===== src/rtl/fclr_pkg.sv =====
package fclr_pkg;

    typedef enum logic {
        VAR_ARM_ON_SOF    = 1'b0,
        VAR_HOLD_TILL_SOF = 1'b1
    } clr_variant_e;

    localparam int NUM_LANES = 2;
    localparam int LANE_PIX  = 0;
    localparam int LANE_STAT = 1;

    typedef struct packed {
        logic                 sync_mode;
        logic [NUM_LANES-1:0] req;
    } ctrl_wr_t;

    // Next pending-request state of one lane.
    function automatic logic lane_next_req(input logic cur, input logic sync_set,
                                           input logic async_set, input logic fire);
        if (sync_set)
            return 1'b1;
        else if (async_set || fire)
            return 1'b0;
        else
            return cur;
    endfunction

endpackage


===== src/rtl/fclr_mode_reg.sv =====
module fclr_mode_reg (
    input  logic clk,
    input  logic rst,
    input  logic wr_en,
    input  logic wr_mode,
    output logic mode_q,
    output logic mode_eff
);

    always_ff @(posedge clk) begin
        if (rst)
            mode_q <= 1'b0;
        else if (wr_en)
            mode_q <= wr_mode;
    end

    // The policy travelling with a write governs the requests in that write.
    assign mode_eff = wr_en ? wr_mode : mode_q;

    AST_MODE_READBACK: assert property (@(posedge clk) disable iff (rst)
        wr_en |=> (mode_q == $past(wr_mode)));

endmodule


===== src/rtl/fclr_lane.sv =====
module fclr_lane
    import fclr_pkg::*;
#(
    parameter clr_variant_e VARIANT = VAR_ARM_ON_SOF
) (
    input  logic clk,
    input  logic rst,
    input  logic set_req,
    input  logic sync_mode,
    input  logic sof,
    output logic fifo_rst,
    output logic req_rd
);

    logic req_q;
    logic pulse_q;
    logic sync_set;
    logic async_set;
    logic fire;

    assign sync_set  = set_req & sync_mode;
    assign async_set = set_req & ~sync_mode;
    assign fire      = sof & req_q;

    always_ff @(posedge clk) begin
        if (rst) begin
            req_q <= 1'b0;
        end else begin
            req_q <= lane_next_req(req_q, sync_set, async_set, fire);
        end
    end

    generate
        if (VARIANT == VAR_ARM_ON_SOF) begin : g_arm
            always_ff @(posedge clk) begin
                if (rst)
                    pulse_q <= 1'b1;
                else
                    pulse_q <= async_set | fire;
            end
            assign fifo_rst = pulse_q;

            AST_ARM_FIRE: assert property (@(posedge clk) disable iff (rst)
                (fire && !async_set) |=> fifo_rst);
            AST_ARM_SELF_CLEAR: assert property (@(posedge clk) disable iff (rst)
                $fell(req_q) |-> fifo_rst);
        end else begin : g_hold
            always_ff @(posedge clk) begin
                if (rst)
                    pulse_q <= 1'b1;
                else
                    pulse_q <= async_set;
            end
            assign fifo_rst = pulse_q | req_q;

            AST_HOLD_RELEASE: assert property (@(posedge clk) disable iff (rst)
                (fire && !set_req) |=> !req_q);
        end
    endgenerate

    assign req_rd = req_q;

    AST_IMMEDIATE_PULSE: assert property (@(posedge clk) disable iff (rst)
        async_set |=> (fifo_rst && !req_rd));
    AST_SYNC_PENDING: assert property (@(posedge clk) disable iff (rst)
        sync_set |=> req_rd);
    AST_IDLE_STABLE: assert property (@(posedge clk) disable iff (rst)
        (!set_req && !sof) |=> $stable(req_q));

endmodule


===== src/rtl/frame_fifo_clear.sv =====
module frame_fifo_clear
    import fclr_pkg::*;
#(
    parameter clr_variant_e VARIANT = VAR_ARM_ON_SOF
) (
    input  logic clk,
    input  logic rst,
    input  logic wr_en,
    input  logic wr_sync_mode,
    input  logic wr_clr_pix,
    input  logic wr_clr_stat,
    input  logic sof,
    output logic pix_fifo_rst,
    output logic stat_fifo_rst,
    output logic rd_sync_mode,
    output logic rd_clr_pix,
    output logic rd_clr_stat
);

    ctrl_wr_t             wr_word;
    logic                 mode_q;
    logic                 mode_eff;
    logic [NUM_LANES-1:0] lane_rst;
    logic [NUM_LANES-1:0] lane_req;

    always_comb begin
        wr_word.sync_mode           = wr_sync_mode;
        wr_word.req                 = '0;
        wr_word.req[LANE_PIX]       = wr_clr_pix;
        wr_word.req[LANE_STAT]      = wr_clr_stat;
    end

    fclr_mode_reg u_mode (
        .clk      (clk),
        .rst      (rst),
        .wr_en    (wr_en),
        .wr_mode  (wr_word.sync_mode),
        .mode_q   (mode_q),
        .mode_eff (mode_eff)
    );

    for (genvar i = 0; i < NUM_LANES; i++) begin : g_lane
        fclr_lane #(.VARIANT(VARIANT)) u_lane (
            .clk       (clk),
            .rst       (rst),
            .set_req   (wr_en & wr_word.req[i]),
            .sync_mode (mode_eff),
            .sof       (sof),
            .fifo_rst  (lane_rst[i]),
            .req_rd    (lane_req[i])
        );
    end

    assign pix_fifo_rst  = lane_rst[LANE_PIX];
    assign stat_fifo_rst = lane_rst[LANE_STAT];
    assign rd_clr_pix    = lane_req[LANE_PIX];
    assign rd_clr_stat   = lane_req[LANE_STAT];
    assign rd_sync_mode  = mode_q;

    AST_LANE_ISOLATION: assert property (@(posedge clk) disable iff (rst)
        (wr_en && !wr_clr_stat && !sof) |=> $stable(rd_clr_stat));

endmodule


===== config.mk =====
export PLATFORM = sky130hd
export DESIGN_NAME = frame_fifo_clear
export DESIGN_NICKNAME = d
export VERILOG_FILES = /design/src/rtl/fclr_pkg.sv /design/src/rtl/fclr_mode_reg.sv /design/src/rtl/fclr_lane.sv /design/src/rtl/frame_fifo_clear.sv
export SDC_FILE = /design/constraint.sdc
export NUM_CORES = 1
export LEC_CHECK = 0
export BUFFER_PORTS_ARGS = -buffer_cell sky130_fd_sc_hd__buf_2
export CAP_MARGIN = 20
export CORE_AREA = 2 2 39 41
export DETAILED_ROUTE_END_ITERATION = 10
export DIE_AREA = 0 0 41 43
export HOLD_SLACK_MARGIN = 0.1
export PLACE_DENSITY = 0.44
export SYNTH_ARGS = -nofsm -noshare
export SYNTH_HDL_FRONTEND = slang
export SYNTH_SLANG_ARGS = --single-unit
export TNS_END_PERCENT = 10

===== constraint.sdc =====
create_clock -name clk -period 1.5 [get_ports clk]
set_input_delay 0.15 -clock clk [delete_from_list [all_inputs] [get_ports clk]]
set_output_delay 0.15 -clock clk [all_outputs]
set_load 0.02 [all_outputs]

After elaboration in Yosys (flattened, before gate mapping) --
Cells that the tools add are included.
Storage, ports and cells: bits in registers 5, latch bits 0, bits in writable memories 0, memory bits (read-only) 0, input bits 7, output and inout port bits 5, word-level logic and storage cells 25, memories 0
Operators by class: add/subtract/negate cells 0, multipliers 0, divide/modulo/power cells 0, $lt $le $gt $ge 0, eq/ne operators 0, shifts and indexed selects 0, multiplexer cells 5, bitwise operators 11, reduce and logical (&&, ||, !) cells 4
Operators with widths (count):
- $and A1 B1 Y1 | 8
- $mux W1 | 5
- $reduce_bool A2 Y1 | 2
- $logic_or A1 B1 Y1 | 2
- $or A1 B1 Y1 | 2
- $not A1 Y1 | 1

Logic depth before layout (Yosys ltp) --
depth after elaboration 6, gate-level depth with buffers 3, depth with buffers taken out 3

By module --
Synthesis repeated with hierarchy kept, for this count alone.
Second synthesis, totals: cell total of the unflattened synthesis 19, area, all modules 206.4 sq um
By module, submodules not included:
- fclr_lane | instances 2, cells each 7, area each 72.6 sq um, seq. area each 40.0 sq um
- fclr_mode_reg | instances 1, cells each 3, area each 48.8 sq um, seq. area each 20.0 sq um
- frame_fifo_clear | instances 1, cells each 2, area each 12.5 sq um, seq. area each 0.0 sq um

Worst setup path before layout --
No wires, ideal clock.
path type register -> register, start register g_lane[0].u_lane.req_q, end register g_lane[0].u_lane.req_q, setup time 70 ps, data arrival time 652 ps, data required time 1430 ps, setup slack 778 ps, cell stages (with the launch flop) 3, buffers on the path 0, clock period less this slack 722 ps, path through dfxtp_1 -> nand3b_1 -> a21oi_1
On the way: word-level cells in the longest chain between the ends 3
RTL lines:
- from (decl) | RTL line fclr_lane.sv:15 | logic req_q;
- from (signal assigned) | RTL line fclr_lane.sv:29 | req_q <= lane_next_req(req_q, sync_set, async_set, fire);
- $and A1 B1 Y1 | RTL line fclr_lane.sv:23 | assign fire = sof & req_q;
- $logic_or A1 B1 Y1 | RTL line fclr_pkg.sv:22 | else if (async_set || fire)
- $reduce_bool A2 Y1 (no source line)
No other way between the ends. A chain may end at the register's enable or synchronous reset.

Worst setup path in the final report --
start register g_lane[0].u_lane.req_q, end output port rd_clr_pix
RTL lines:
- to (decl) | RTL line frame_fifo_clear.sv:16 | output logic rd_clr_pix,
No word-level cell between the ends.

==> metrics <==
setup violators final 0; pin count of the biggest net entering global routing 6; hold buffer count at CTS 0; Initial Utilization 0.1275; fin crit period 0.9150 ns; drt total wl around 460 um; syn_nets 26; Worst EP required roughly 1.4 ns; Slew @ Worst Pin 0.1164 ns; Die Span Y 43 um; Crit Path Category reg2out; Final Non-Filler Cells 50; setup TNS 0 ns; Mapped Area 176.4 um2; DP Cell Count 46; Post-Layout Inst Area 277.8 um2; Cell Chain, Critical Path buf_2; hold crit path type in2reg; CP max stage delay 0.35 ns; num ports 12; Power Density 1226 nW/um2; number of global-route vias before repair approximately 180; Total GRT Usage 0.06727; antenna cell count 0; clk sinks 5; critical path's top delay family flip-flops; RD Place Congestion 0.5414; number of antenna violations at the first check in global routing 0; most common cell after layout, fill and taps aside buf_2; Util after Layout 0.2007; Num CTS Buffers 3; critical path launch point type register; Max-Slew Margin vs Limit 0.9202; Unique masters post-synth 9; first-pass GRT wire length 690 um; Max Freq between 1000 and 1500 MHz; crit path buf inv count 1; most frequent cells in the layout buf_2, dfxtp_1, a21oi_1; remaining antenna violation count 0; share of layout cells above drive strength 1 0.4118; RSZ-0062 raised after global routing false; Tcrit/Tclk final 0.6100; CTS tree done; grt total ovfl 0; Routed wire per std cell 9.280 um; via count a little under 200; DRC viols 0; post-synthesis sequential area ratio 0.5674; Max Cap Violations 0; initial DRC count 1; Post-Syn Area per Cell 9.285 um2; # Post-CTS Setup Buffers 0; core region area 1384 um2; CTS clk-pin slew, worst paths 0.04 ns; CP max FO 3; hold_ws 0.1316 ns; routed vias/inst 3.860; Post-Syn Instances 19; Area Growth Syn to Fin 57.45%; leakage power about 0.13 nW; CTS root buffer clkbuf_4; status finished, final reports clean; Pins Over Slew Limit 0; Fin. Hold Viols 0; Row Count 14; placed cell areas between 200 and 300 um2; PostCTS Resize Cnt 0; # port buffers 11; post-synthesis register bit count 5; post-layout net count 42; Die Wd 41 um; Peak supply drop 0.2323 mV; Ys Warns 0; DRT Pass-1 Iters 2; die area 1763 um2; CP arrival 0.77 ns; maximum root-to-sink buffer count 2; CP Capture Type primary output; worst skew pair latency about 0.24 ns; clock skew between 0.002 and 0.003 ns; H-tree levels 1; slowest CP cell dfxtp_1
==> area by class of cell <==
cell class	instances	area, um2
clock buffer	4	26.28
fill	156	1106
multi-input combinational	14	76.32
sequential	5	100.1
tap	16	20.02
timing repair buffer	11	55.05
==> path summary, 6_finish.rpt <==
kind	to	cells past startpoint	slack, ns	startpoint
worst max-delay path	rd_clr_pix	1	0.58	g_lane[0].u_lane.req_rd$_SDFFE_PP0P_
worst max register to register	g_lane[0].u_lane.req_rd$_SDFFE_PP0P_	2	0.86	g_lane[0].u_lane.req_rd$_SDFFE_PP0P_
worst min register to register	g_lane[1].u_lane.fifo_rst$_SDFF_PP1_	2	0.50	g_lane[1].u_lane.req_rd$_SDFFE_PP0P_
worst min-delay path	g_lane[1].u_lane.req_rd$_SDFFE_PP0P_	2	0.13	rst
==> Yosys cell counts, drive strengths merged <==
cell,count,share of area
nor2,1,0.021
nand3b,2,0.085
o21ai,2,0.057
mux2i,1,0.057
dfxtp,5,0.57
nand3,2,0.057
a21oi,4,0.11
nand2,2,0.043
==> sequential cells by signal (all words and copies together), names as in the netlist <==
name / count
g_lane.u_lane.fifo_rst: 2
g_lane.u_lane.req_rd: 2
u_mode.mode_q: 1
==> layer usage <==
metal / up-vias / part of all wire / GRT usage / routed length, um
met5: - / 0 / 0 / 0
met1: 77 / 0.47 / 0.06431 / 220
li1: 98 / - / - / -
met4: 0 / 0.037 / 0.08000 / 17
met2: 14 / 0.32 / 0.07188 / 149
met3: 4 / 0.17 / 0.06283 / 77
==> power by group <==
group	total, mW	internal [mW]	leakage (nW)	switching (mW)
Combinational	0.0413	0.0166	0.0711	0.0248
Clock	0.156	0.101	0.0150	0.0550
Sequential	0.144	0.141	0.0414	0.00269
==> metrics by stage <==
| step | power [mW] | worst slack (ns) |
|---|---|---|
| 6_report | 0.3404 | 0.5850 |
| 4_1_cts | 0.3493 | 0.5748 |
| 3_5_place_dp | 0.1874 | 0.8359 |
| 3_3_place_gp | 0.1880 | 0.8354 |
| 2_1_floorplan | 0.1653 | 0.7779 |
| 5_1_grt | 0.3570 | 0.5536 |
==> logic make-up after synthesis <==
group,synth area share
muxes,0.05674
DFF,0.5674
and+or+nand+nor,0.2056
AOI/OAI and AO/OA,0.1702
Power figures use the tool's default switching activity.
